### src/rtl/cmdstat_pkg.sv
package cmdstat_pkg;
  localparam int WORD_W = 16;
  localparam int OP_W   = 5;
  localparam int ARG_W  = WORD_W - OP_W;

  typedef enum logic [OP_W-1:0] {
    OP_GLOBAL_RST = 5'd0,
    OP_WINDOW     = 5'd1,
    OP_RX_OFF     = 5'd3,
    OP_RX_ON      = 5'd4,
    OP_RX_RST     = 5'd5,
    OP_TX_ON      = 5'd9,
    OP_TX_OFF     = 5'd10,
    OP_TX_RST     = 5'd11,
    OP_REQ_IRQ    = 5'd12,
    OP_ACK        = 5'd13,
    OP_IRQ_MASK   = 5'd14,
    OP_VIS_MASK   = 5'd15
  } opcode_e;

  typedef struct packed {
    logic glob;
    logic win;
    logic rx_off;
    logic rx_on;
    logic rx_rst;
    logic tx_on;
    logic tx_off;
    logic tx_rst;
    logic req;
    logic ack;
    logic imask;
    logic vmask;
  } cmd_t;
endpackage

### src/rtl/cmdstat_decode.sv
module cmdstat_decode
  import cmdstat_pkg::*;
(
  input  logic              wr,
  input  logic [WORD_W-1:0] data,
  input  logic              busy,
  output cmd_t              cmd,
  output logic              start,
  output logic              long_op,
  output logic [ARG_W-1:0]  arg
);
  logic [OP_W-1:0] op;
  logic            known;
  cmd_t            hit;

  assign op  = data[WORD_W-1:ARG_W];
  assign arg = data[ARG_W-1:0];

  always_comb begin
    hit   = '0;
    known = 1'b1;
    case (op)
      OP_GLOBAL_RST: hit.glob   = 1'b1;
      OP_WINDOW:     hit.win    = 1'b1;
      OP_RX_OFF:     hit.rx_off = 1'b1;
      OP_RX_ON:      hit.rx_on  = 1'b1;
      OP_RX_RST:     hit.rx_rst = 1'b1;
      OP_TX_ON:      hit.tx_on  = 1'b1;
      OP_TX_OFF:     hit.tx_off = 1'b1;
      OP_TX_RST:     hit.tx_rst = 1'b1;
      OP_REQ_IRQ:    hit.req    = 1'b1;
      OP_ACK:        hit.ack    = 1'b1;
      OP_IRQ_MASK:   hit.imask  = 1'b1;
      OP_VIS_MASK:   hit.vmask  = 1'b1;
      default:       known      = 1'b0;
    endcase
  end

  assign start   = wr && !busy && known;
  assign cmd     = start ? hit : '0;
  assign long_op = hit.glob || hit.rx_rst || hit.tx_rst;
endmodule

### src/rtl/cmdstat_busy.sv
module cmdstat_busy #(
  parameter int RST_CYCLES = 8
) (
  input  logic clk,
  input  logic rst,
  input  logic start,
  input  logic long_op,
  output logic busy
);
  localparam int CNT_W = $clog2(RST_CYCLES + 1);
  localparam logic [CNT_W-1:0] LONG_LOAD  = CNT_W'(RST_CYCLES);
  localparam logic [CNT_W-1:0] SHORT_LOAD = CNT_W'(1);

  logic [CNT_W-1:0] cnt_q;

  always_ff @(posedge clk) begin
    if (rst)
      cnt_q <= '0;
    else if (start)
      cnt_q <= long_op ? LONG_LOAD : SHORT_LOAD;
    else if (cnt_q != '0)
      cnt_q <= cnt_q - 1'b1;
  end

  assign busy = (cnt_q != '0);

  // a short operation keeps the port busy for exactly one cycle
  a_r3_short_busy: assert property (@(posedge clk) disable iff (rst)
    (start && !long_op) |=> busy ##1 !busy);
  // no operation starts while busy
  a_r3_no_start_busy: assert property (@(posedge clk) disable iff (rst)
    busy |-> !start);
endmodule

### src/rtl/cmdstat_events.sv
module cmdstat_events #(
  parameter int EVT_N   = 7,
  parameter int REQ_IDX = 5
) (
  input  logic             clk,
  input  logic             rst,
  input  logic             clr_all,
  input  logic [EVT_N-1:0] ev_in,
  input  logic [EVT_N-1:0] arg_bits,
  input  logic             ack_en,
  input  logic             req_en,
  input  logic             imask_en,
  input  logic             vmask_en,
  output logic [EVT_N-1:0] vis_q,
  output logic             irq_q
);
  logic [EVT_N-1:0] flags_q, flags_d;
  logic [EVT_N-1:0] imask_q, imask_d;
  logic [EVT_N-1:0] vmask_q, vmask_d;

  for (genvar i = 0; i < EVT_N; i++) begin : g_bit
    logic set_b, clr_b;
    assign set_b = ev_in[i] || (req_en && (i == REQ_IDX));
    assign clr_b = ack_en && arg_bits[i];
    assign flags_d[i] = !clr_all && (set_b || (flags_q[i] && !clr_b));

    // an event pulse is always latched
    a_r4_event_sets: assert property (@(posedge clk) disable iff (rst)
      (ev_in[i] && !clr_all) |=> flags_q[i]);
    // an acknowledge without a competing pulse clears the bit
    a_r5_ack_clears: assert property (@(posedge clk) disable iff (rst)
      (ack_en && arg_bits[i] && !ev_in[i]) |=> !flags_q[i]);
  end

  assign imask_d = clr_all ? '0 : (imask_en ? arg_bits : imask_q);
  assign vmask_d = clr_all ? '1 : (vmask_en ? arg_bits : vmask_q);

  always_ff @(posedge clk) begin
    if (rst) begin
      flags_q <= '0;
      imask_q <= '0;
      vmask_q <= '1;
      vis_q   <= '0;
      irq_q   <= 1'b0;
    end else begin
      flags_q <= flags_d;
      imask_q <= imask_d;
      vmask_q <= vmask_d;
      vis_q   <= flags_d & vmask_d;
      irq_q   <= |(flags_d & imask_d);
    end
  end
endmodule

### src/rtl/cmdstat_ctrl.sv
module cmdstat_ctrl
  import cmdstat_pkg::*;
#(
  parameter int WIN_W = 3
) (
  input  logic             clk,
  input  logic             rst,
  input  cmd_t             cmd,
  input  logic [WIN_W-1:0] win_arg,
  output logic [WIN_W-1:0] win_q,
  output logic             rx_en_q,
  output logic             tx_en_q,
  output logic             rx_rst_q,
  output logic             tx_rst_q,
  output logic             glob_q
);
  always_ff @(posedge clk) begin
    if (rst) begin
      win_q    <= '0;
      rx_en_q  <= 1'b0;
      tx_en_q  <= 1'b0;
      rx_rst_q <= 1'b0;
      tx_rst_q <= 1'b0;
      glob_q   <= 1'b0;
    end else begin
      rx_rst_q <= cmd.rx_rst;
      tx_rst_q <= cmd.tx_rst;
      glob_q   <= cmd.glob;
      if (cmd.glob) begin
        win_q   <= '0;
        rx_en_q <= 1'b0;
        tx_en_q <= 1'b0;
      end else begin
        if (cmd.win) win_q <= win_arg;
        if (cmd.rx_on) rx_en_q <= 1'b1;
        else if (cmd.rx_off || cmd.rx_rst) rx_en_q <= 1'b0;
        if (cmd.tx_on) tx_en_q <= 1'b1;
        else if (cmd.tx_off || cmd.tx_rst) tx_en_q <= 1'b0;
      end
    end
  end

  // receiver reset leaves the receiver disabled
  a_r9_rx_rst_disables: assert property (@(posedge clk) disable iff (rst)
    rx_rst_q |-> !rx_en_q);
  // transmitter reset leaves the transmitter disabled
  a_r10_tx_rst_disables: assert property (@(posedge clk) disable iff (rst)
    tx_rst_q |-> !tx_en_q);
endmodule

### src/rtl/cmdstat_port.sv
module cmdstat_port
  import cmdstat_pkg::*;
#(
  parameter int RST_CYCLES = 8,
  parameter int WIN_W      = 3,
  parameter int EVT_N      = 7
) (
  input  logic              clk,
  input  logic              rst,
  input  logic              cmd_wr,
  input  logic [WORD_W-1:0] cmd_data,
  input  logic [EVT_N-1:0]  evt_pulse,
  output logic [WORD_W-1:0] status,
  output logic              irq,
  output logic              rx_enable,
  output logic              tx_enable,
  output logic              rx_reset_pulse,
  output logic              tx_reset_pulse,
  output logic              global_reset_pulse
);
  localparam int PAD_W   = WORD_W - WIN_W - 1 - EVT_N - 1;
  localparam int REQ_IDX = 5;

  cmd_t             cmd;
  logic             start, long_op, busy;
  logic [ARG_W-1:0] arg;
  logic [WIN_W-1:0] win_q;
  logic [EVT_N-1:0] vis_q;
  logic             unused_arg_bits;

  assign unused_arg_bits = ^{arg[ARG_W-1:EVT_N+1], arg[0]};

  cmdstat_decode u_dec (
    .wr(cmd_wr), .data(cmd_data), .busy(busy),
    .cmd(cmd), .start(start), .long_op(long_op), .arg(arg)
  );

  cmdstat_busy #(.RST_CYCLES(RST_CYCLES)) u_busy (
    .clk(clk), .rst(rst), .start(start), .long_op(long_op), .busy(busy)
  );

  cmdstat_events #(.EVT_N(EVT_N), .REQ_IDX(REQ_IDX)) u_evt (
    .clk(clk), .rst(rst), .clr_all(cmd.glob), .ev_in(evt_pulse),
    .arg_bits(arg[EVT_N:1]), .ack_en(cmd.ack), .req_en(cmd.req),
    .imask_en(cmd.imask), .vmask_en(cmd.vmask),
    .vis_q(vis_q), .irq_q(irq)
  );

  cmdstat_ctrl #(.WIN_W(WIN_W)) u_ctrl (
    .clk(clk), .rst(rst), .cmd(cmd), .win_arg(arg[WIN_W-1:0]),
    .win_q(win_q), .rx_en_q(rx_enable), .tx_en_q(tx_enable),
    .rx_rst_q(rx_reset_pulse), .tx_rst_q(tx_reset_pulse),
    .glob_q(global_reset_pulse)
  );

  assign status = {win_q, busy, {PAD_W{1'b0}}, vis_q, irq};

  // a write while busy leaves the window unchanged
  a_r3_busy_ignores: assert property (@(posedge clk) disable iff (rst)
    (busy && cmd_wr) |=> $stable(status[WORD_W-1:WORD_W-WIN_W]));
  // global reset returns window and enables to their defaults
  a_r11_glob_state: assert property (@(posedge clk) disable iff (rst)
    global_reset_pulse |-> (win_q == '0 && !rx_enable && !tx_enable && !irq));
  // reset pulses last one cycle
  a_r9_rx_pulse_single: assert property (@(posedge clk) disable iff (rst)
    rx_reset_pulse |=> !rx_reset_pulse);
  // reset pulses last one cycle
  a_r10_tx_pulse_single: assert property (@(posedge clk) disable iff (rst)
    tx_reset_pulse |=> !tx_reset_pulse);
endmodule

### config.mk
export PLATFORM = sky130hd
export DESIGN_NAME = cmdstat_port
export DESIGN_NICKNAME = d
export VERILOG_FILES = /design/src/rtl/cmdstat_pkg.sv /design/src/rtl/cmdstat_decode.sv /design/src/rtl/cmdstat_busy.sv /design/src/rtl/cmdstat_events.sv /design/src/rtl/cmdstat_ctrl.sv /design/src/rtl/cmdstat_port.sv
export SDC_FILE = /design/constraint.sdc
export NUM_CORES = 1
export LEC_CHECK = 0
export BUFFER_PORTS_ARGS = -buffer_cell sky130_fd_sc_hd__buf_2
export CAP_MARGIN = 5
export CORE_UTILIZATION = 35
export CTS_BUF_LIST = sky130_fd_sc_hd__clkbuf_8
export DETAILED_ROUTE_END_ITERATION = 7
export GPL_TIMING_DRIVEN = 0
export MAX_ROUTING_LAYER = met4
export PLACE_DENSITY = 0.66
export RECOVER_POWER = 25
export SYNTH_ARGS = -nofsm -noshare
export SYNTH_HDL_FRONTEND = slang
export SYNTH_SLANG_ARGS = --single-unit
### constraint.sdc
create_clock -name clk -period 2.15 [get_ports clk]
set_input_delay 0.215 -clock clk [delete_from_list [all_inputs] [get_ports clk]]
set_output_delay 0.215 -clock clk [all_outputs]
set_load 0.02 [all_outputs]
==> flow_summary.ini, run 1 <==
[status]
status = completed

[place]
dp_hpwl_mm = 2.892
numPortBuffers = 39
placed_cell_area_mm2 = 0.002110
place_inst = 302
place_congestion = 0.9026

[power_and_ir_drop]
power_frac_seq_pct = 38.8
power_frac_clock_pct = 27.4
power.density_mw_per_mm2 = 933.0
p_int_mw = 1.538
ir_drop_v = 0.0004837
combPwrFrac_pct = 33.8
p_leak_nw = 0.9704
p_switching_mw = 0.6973
swShare_pct = 31.19

[routing]
route.met3.wl_um = 217
drc_errors = 0
drt-pass1-iter-count = 4
ant_nets = 0
drt_iter0_markers = 68
wl_met2_mm = 2.171
top_layer = met4
via_per_inst = 4.966
wl_mm = 4.443
wl_met1_mm = 2.008
num_vias = 1624
wl_per_cell_um = 13.59

[synthesis]
ys_types = 49
synth-seq-cells = 41
yosys_warnings = 0
synth-async-reset-ratio_pct = 0
ys_seq_area_share_pct = 45.49
syn_area_mm2 = 0.001804
synth-main-ff-cell = dfxtp_1
synth_enable_flop_cells = 0
synth_cells = 193
syn_area_per_cell_um2 = 9.348

[clock_tree]
cts_tree = done
clock_sinks = 41
clk_path_buf_depth = 2
clkTransAtPathRegs_ps = 80
worstSkewPairLatency_ps = 290
htreeDepth = 2
cts_made_buffers = 5
cts_root_buffer = clkbuf_8

[min_path]
hold_path_class = input port to flip-flop
hold_path_depth = 2
hold_path_end = u_evt.imask_q[5]
min-delay-start = rst

[grt]
grt_pass1_vias = 1541
grt_usage_pct = 17.92
grt_max_degree = 14
antenna_found_initial = 0
grt_pass1_wl_mm = 7.127
overflow = 0

[sta]
min_period_over_period_pct = 97.08
rsz0062_at_grt = true
finalSetupTns_ps = 0
max_slew_margin_pct = 66.18
maxSlewViolCount = 0
setup_viol = 0
finalClockSkew_ps = 2.807
fin_crit_ps = 2087
worst_slew_pin_slew_ps = 507.3
hold_viol_final = 0
clock.fmax_ghz = 0.4791

[cells_and_area]
layout-drive-gt1-share_pct = 31.54
n_antenna_cell = 0
layout_commonest_cell = dfxtp_1
final_cell_mix = dfxtp_1, nor2_1, buf_2, buf_4, clkbuf_1
instances_no_fill = 327
area_growth_pct = 32.80
fillerInstances = 503
nNetsFinal = 287
postLayoutCellArea_mm2 = 0.002396

[floorplan]
fp.coreArea_mm2 = 0.004848
die-area_mm2 = 0.005446
fp.dieH_um = 73.80
io_pins = 48
start_util_pct = 37.21
die_x_um = 73.80
num_rows = 25

[setup_path]
end_kind = flip-flop
r2r-start = u_busy.cnt_q[1]
rrSetupSlack_ps = 60
r2r_cells = 9
crit_fanout = 6
critPathRequiredTime_ps = 2340
worstPathArrival_ps = 2280
startpoint_type = flip-flop
path_class = flip-flop to flip-flop
rr_endpoint = u_evt.irq_q

[flow_run]
max_cap_violations = 0
## how the worst max path moves through the flow
| stage | startpoint | to | slack (ps) | cells after the start |
|---|---|---|---|---|
| floorplan | u_busy.cnt_q[1] | u_evt.irq_q | -100 | 9 |
| global placement | u_busy.cnt_q[1] | u_evt.irq_q | -550 | 9 |
| detailed placement | u_busy.cnt_q[1] | u_evt.irq_q | -570 | 9 |
| CTS | u_busy.cnt_q[0] | u_evt.irq_q | -10 | 10 |
| global route | u_busy.cnt_q[1] | u_evt.irq_q | -60 | 9 |
| finish | u_busy.cnt_q[1] | u_evt.irq_q | 60 | 9 |
## through the flow
| stage | hold WS (ps) | total power [mW] | setup WS [ps] | util (%) |
|---|---|---|---|---|
| finish | 147.5 | 2.236 | 62.73 | 49.42 |
| floorplan | 346.4 | 1.292 | -101.0 | - |
| detailed placement | 445.5 | 1.423 | -572.6 | 43.51 |
| global placement | 439.4 | 1.414 | -553.3 | 43.51 |
| CTS | 134.5 | 2.191 | -11.87 | 48.93 |
| global route | 146.5 | 2.358 | -60.63 | 49.42 |
## power by group through the flow
| stage | Sequential (mW) | Clock (mW) | Combinational (mW) |
|---|---|---|---|
| floorplan | 0.895 | 0 | 0.398 |
| CTS | 0.863 | 0.627 | 0.701 |
| detailed placement | 0.884 | 0 | 0.539 |
| global route | 0.873 | 0.655 | 0.830 |
| finish | 0.866 | 0.612 | 0.757 |
| global placement | 0.883 | 0 | 0.531 |
## state kept, by name (all words and copies together), names as in the netlist, 3 cells and up
register and flops:
u_evt.vmask_q 7, u_ctrl.win_q 3, u_evt.imask_q 7, u_busy.cnt_q 4, u_evt.vis_q 7, u_evt.flags_q 7
## critical path: stages (launching register included)
cell and delay (ps):
dfxtp_2 340, inv_2 70, ha_4 130, nor3b_4 270, inv_4 100, o41a_2 440
a211o_1 250, nand2_1 80, a41oi_2 110, a21o_1 180
## metal layers
| layer | up-vias | GRT usage (%) |
|---|---|---|
| met1 | 766 | 21.40 |
| met4 | 0 | 5.128 |
| met5 | - | - |
| met3 | 7 | 3.292 |
| met2 | 46 | 30.68 |
| li1 | 805 | - |
## logic make-up (layout without fill, tap and decap cells)
group           count (synthesis)  count (layout)  share of synthesized area, %
compound gates                 35              35                         14.08
xor+xnor                        2               2                        0.9711
fa+ha+maj                       2               2                         1.387
buf+inv                        21              85                         6.449
flops                          41              41                         45.49
mux                            15              15                         8.322
other cells                     1               4                        0.2078
simple gates                   76              76                         23.09
## area by class of cell
type                    count  area, µm²  share of cell area (%)
repair buffers             56      305.3                   12.74
well taps                  67      83.83                   3.499
plain buffers              14      93.84                   3.916
clock buffers               5      68.82                   2.872
flip-flops and latches     41      823.3                   34.36
inverters                   7      28.78                   1.201
clock inverters             3      42.54                   1.775
multi-input cells         134      949.7                   39.63
## synth_stat cells (all sizes together) (4+ instances only)
cell type	n	share of area, %
dfxtp	41	45
nor2	28	6.0
mux2i	15	8.3
nand2	15	3.1
buf	10	4.1
nor4	9	4.3
a21oi	7	1.9
inv	7	1.5
o21ai	6	1.7
a21boi	5	2.1
clkbuf	4	0.90
nor3	4	1.1
## what timing repair did
| item | 4_1_cts | 5_1_grt |
|---|---|---|
| hold buffers | 0 | 0 |
| endpoints found under the setup margin | 32 | 21 |
| gates resized for setup | 5 | 7 |
| pin swaps | 3 | 5 |
| setup buffers | 16 | 1 |
(Power assumes the default switching activity.)
==> run 2, diff against run 1 <==
Settings changed: RECOVER_POWER 25 to 50.
==> run 2 against run 1 <==
  * Setup slack gained 2.2 ps
  * Final cell count stayed put
  * Routed wire length about the same
  * Combinational power about the same
  * Core utilization fell by 0.078 points
  * Critical endpoint unchanged
  * Die area is the same
  * Sequential power about the same
  * Largest power group unchanged
  * First-iteration DRC count decreased by 10%
  * Maximum frequency grew 0.10%
  * Via count grew 0.18%
==> flow_summary.ini, run 2 (synthesis gave the netlist of run 1 again) <==
[clock_tree]
clk_path_buf_depth = 2
cts_tree = done
cts_root_buffer = clkbuf_8
clock_sinks = 41
clkTransAtPathRegs_ps = 80
cts_made_buffers = 5
worstSkewPairLatency_ps = 290
hold_buffers = 0
htreeDepth = 2

[setup_path]
startpoint_type = flip-flop
cp_cell_sequence = inv_2 -> ha_4 -> nor3b_4 -> inv_4 -> o41a_2 -> a211o_1 -> nand2_1 -> a41oi_2 -> a21o_1
max_stage_delay_ps = 440
end_kind = flip-flop
critPathRequiredTime_ps = 2340
path_buf_inv = 2
crit_fanout = 6
worstPathArrival_ps = 2280
crit_slowest_cell = o41a_2
path_class = flip-flop to flip-flop
crit_family = compound AO/OA/AOI/OAI gates

[sta]
setup_viol = 0
maxSlewViolCount = 0
min_period_over_period_pct = 96.98
finalClockSkew_ps = 2.808
whs_ps = 146.1
clock.fmax_ghz = 0.4796
hold_viol_final = 0
fin_crit_ps = 2085
rsz0062_at_grt = true
max_slew_margin_pct = 66.26
worst_slew_pin_slew_ps = 505.6

[floorplan]
io_pins = 48
start_util_pct = 37.21
die-area_mm2 = 0.005446
fp.coreArea_mm2 = 0.004848
die_x_um = 73.80
num_rows = 25
fp.dieH_um = 73.80

[cells_and_area]
layout-drive-gt1-share_pct = 30.38
layout_commonest_cell = dfxtp_1
n_antenna_cell = 0
instances_no_fill = 327
utilization_pct = 49.34
area_growth_pct = 32.59
final_cell_mix = dfxtp_1, nor2_1, buf_2, buf_4, clkbuf_1
postLayoutCellArea_mm2 = 0.002392
nNetsFinal = 287

[power_and_ir_drop]
power.density_mw_per_mm2 = 934.4
ir_drop_v = 0.0004826
p_leak_nw = 0.9573

[min_path]
hold_path_class = input port to flip-flop

[grt]
grt_max_degree = 14
grt_usage_pct = 17.92
antenna_found_initial = 0
grt_pass1_vias = 1541
overflow = 0
grt_pass1_wl_mm = 7.127

[status]
status = completed

[flow_run]
max_cap_violations = 0

[place]
place_congestion = 0.9026
numPortBuffers = 39
placed_cell_area_mm2 = 0.002110
place_inst = 302
dp_hpwl_mm = 2.892

[routing]
drc_errors = 0
via_per_inst = 4.976
ant_nets = 0
drt_iter0_markers = 61
wl_mm = 4.444
wl_per_cell_um = 13.59
drt-pass1-iter-count = 4
num_vias = 1627
## run 2: metrics by stage
stage	worst slack (ps)	power, mW	TNS (ps)
detailed placement	-572.6	1.423	-11690
global route	-60.63	2.358	-83.33
finish	64.89	2.235	0
global placement	-553.3	1.414	-12040
CTS	-11.87	2.191	-11.87
floorplan	-101.0	1.292	-101.0
## run 2: path summary, 6_finish.rpt
path	start	to	slack [ps]	depth (start not counted)
worst min-delay path	rst	u_evt.imask_q[5]	150	2
worst max-delay path	u_busy.cnt_q[1]	u_evt.irq_q	60	9
worst min register to register	u_evt.vmask_q[5]	u_evt.vmask_q[5]	470	2
worst max register to register	u_busy.cnt_q[1]	u_evt.irq_q	60	9
## run 2: layout make-up
class                      count  area [µm²]
buffer                        14       93.84
clock buffer                   5       68.82
clock inverter                 3       42.54
fill                         505        2456
inverter                       7       28.78
multi-input combinational    134       949.7
sequential                    41       823.3
tap                           67       83.83
timing repair buffer          56       301.5
## run 2: power by group
group	total, mW	switching (mW)	internal (mW)
Combinational	0.755	0.384	0.371
Clock	0.614	0.270	0.344
Sequential	0.866	0.0439	0.823
## run 2: routing by layer
metal	track usage [%]	routed length, µm	part of all wire (%)	up-vias
met5	-	0	0	-
met4	5.128	46	1.0	0
met3	3.292	221	5.0	7
met2	30.68	2160	49	48
met1	21.40	2016	45	765
li1	-	-	-	807
## run 2: timing repair
action | in CTS | in global routing
setup buffers | 16 | 1
endpoints found under the setup margin | 32 | 21
resized for setup | 5 | 7
pin swaps | 3 | 5
==> run 3, diff against run 2 <==
Settings changed: PLACE_DENSITY 0.66 to 0.68.
==> run 3 against run 2 <==
  * Critical path depth is the same
  * Highest routed layer unchanged
  * Setup slack gained 7.3 ps
  * Core utilization shrank 0.65 points
  * Critical path type unchanged
  * Largest power group unchanged
  * Hold slack lost 2.9 ps
  * Sequential power is essentially flat
==> flow_summary.ini, run 3 (synthesis gave the netlist of run 1 again) <==
[routing]
via_per_inst = 4.948
ant_nets = 0
drt-pass1-iter-count = 4
drt_iter0_markers = 91
num_vias = 1613
wl_mm = 4.251
drc_errors = 0
wl_per_cell_um = 13.04

[setup_path]
r2r-start = u_busy.cnt_q[0]
max_stage_delay_ps = 440
startpoint_type = flip-flop
crit_slowest_cell = o41a_2
crit_fanout = 6
worstPathArrival_ps = 2270
cp_cell_sequence = inv_2 -> ha_4 -> nor3b_4 -> inv_4 -> o41a_2 -> a211o_1 -> nand2_1 -> a41oi_1 -> a21o_1
end_kind = flip-flop
path_class = flip-flop to flip-flop
rr_endpoint = u_evt.irq_q
r2r_cells = 9
rrSetupSlack_ps = 70
critPathRequiredTime_ps = 2340

[grt]
grt_usage_pct = 17.13
grt_pass1_wl_mm = 6.824
antenna_found_initial = 0
grt_max_degree = 14
overflow = 0
grt_pass1_vias = 1471

[cells_and_area]
instances_no_fill = 326
fillerInstances = 482
n_antenna_cell = 0
area_growth_pct = 30.86
layout-drive-gt1-share_pct = 30.12
layout.area.seq_um2 = 823.3
postLayoutCellArea_mm2 = 0.002361
layout_commonest_cell = dfxtp_1
multi_input_area_um2 = 929.6
utilization_pct = 48.70
nNetsFinal = 286
final_cell_mix = dfxtp_1, nor2_1, buf_2, buf_4, clkbuf_1

[floorplan]
die_x_um = 73.80
io_pins = 48
fp.dieH_um = 73.80
start_util_pct = 37.21
num_rows = 25
fp.coreArea_mm2 = 0.004848
die-area_mm2 = 0.005446

[min_path]
hold_path_depth = 2
hold_path_end = u_evt.imask_q[5]
min-delay-start = rst
hold_path_class = input port to flip-flop

[sta]
setup_viol = 0
rsz0062_at_grt = true
max_slew_margin_pct = 58.53
maxSlewViolCount = 0
finalClockSkew_ps = 5.818
min_period_over_period_pct = 96.64
whs_ps = 143.2
clock.fmax_ghz = 0.4813
worst_slew_pin_slew_ps = 616.9
hold_viol_final = 0
fin_crit_ps = 2078

[place]
place_congestion = 0.9481
place_inst = 302
numPortBuffers = 39
placed_cell_area_mm2 = 0.002110
dp_hpwl_mm = 2.903

[clock_tree]
cts_root_buffer = clkbuf_8
hold_buffers = 0
cts_made_buffers = 5
clk_path_buf_depth = 2
htreeDepth = 2
clkTransAtPathRegs_ps = 80
clock_sinks = 41
cts_tree = done
worstSkewPairLatency_ps = 290

[power_and_ir_drop]
ir_drop_v = 0.0004177
p_leak_nw = 0.9512
power.total_mw = 2.194
power.density_mw_per_mm2 = 929.3

[status]
status = completed

[flow_run]
max_cap_violations = 0
[run 3: cell count changes in the layout (fill, tap and decap cells not counted)]
cell,before,now
a41oi_1,0,1
a41oi_2,1,0
a21oi_2,0,1
nor4_4,3,2
nand3_2,0,1
a21oi_1,7,6
nand3_4,1,0
nor4_2,0,1
buf_6,2,1
[run 3: layer usage]
layer	share of wire [%]	wire length (µm)	global-route usage (%)	vias up
li1	-	-	-	803
met1	48	2042	21.41	755
met2	46	1965	27.32	50
met3	4.7	201	3.429	5
met4	0.96	41	6.197	0
met5	0	0	-	-
[run 3: layout make-up]
class | instances | area share [%]
buffer | 14 | 3.816
clock buffer | 5 | 2.915
sequential | 41 | 34.87
clock inverter | 3 | 1.802
multi-input combinational | 134 | 39.37
inverter | 7 | 1.219
tap | 67 | 3.551
timing repair buffer | 55 | 12.45
[run 3: through the flow]
stage               setup TNS (ps)  worst slack [ps]
floorplan                   -101.0            -101.0
global placement            -11910            -551.2
detailed placement          -12890            -579.1
CTS                         -27.85            -27.85
global route                -58.07            -58.07
finish                           0             72.23
[run 3: worst max path at each step]
stage                                from              to  cells after the start  slack, ps
after floorplan           u_busy.cnt_q[1]     u_evt.irq_q                      9       -100
after global placement    u_busy.cnt_q[1]  u_evt.vis_q[5]                      8       -550
after detailed placement  u_busy.cnt_q[1]     u_evt.irq_q                      9       -580
after CTS                 u_busy.cnt_q[0]     u_evt.irq_q                     10        -30
after global routing      u_busy.cnt_q[0]     u_evt.irq_q                     10        -60
final                     u_busy.cnt_q[0]     u_evt.irq_q                      9         70
[run 3: power breakdown]
group	internal, mW	switching [mW]
sequential	0.823	0.0417
clock	0.344	0.269
combinational	0.349	0.368
total	1.52	0.678
[run 3: worst max-delay path, delay by kind of cell, from the launching register on]
family          cells  cell delay [ps]
fa+ha+maj           1              130
buf+inv             2              170
simple gates        2              350
compound gates      4             1010
flops               1              330
[run 3: timing repair]
item / in CTS / in global routing
buffers inserted: 11 / 5
resized for setup: 5 / 4
pin swaps: 4 / 4
endpoints found under the hold margin: 0 / 0
setup endpoints to repair: 32 / 12
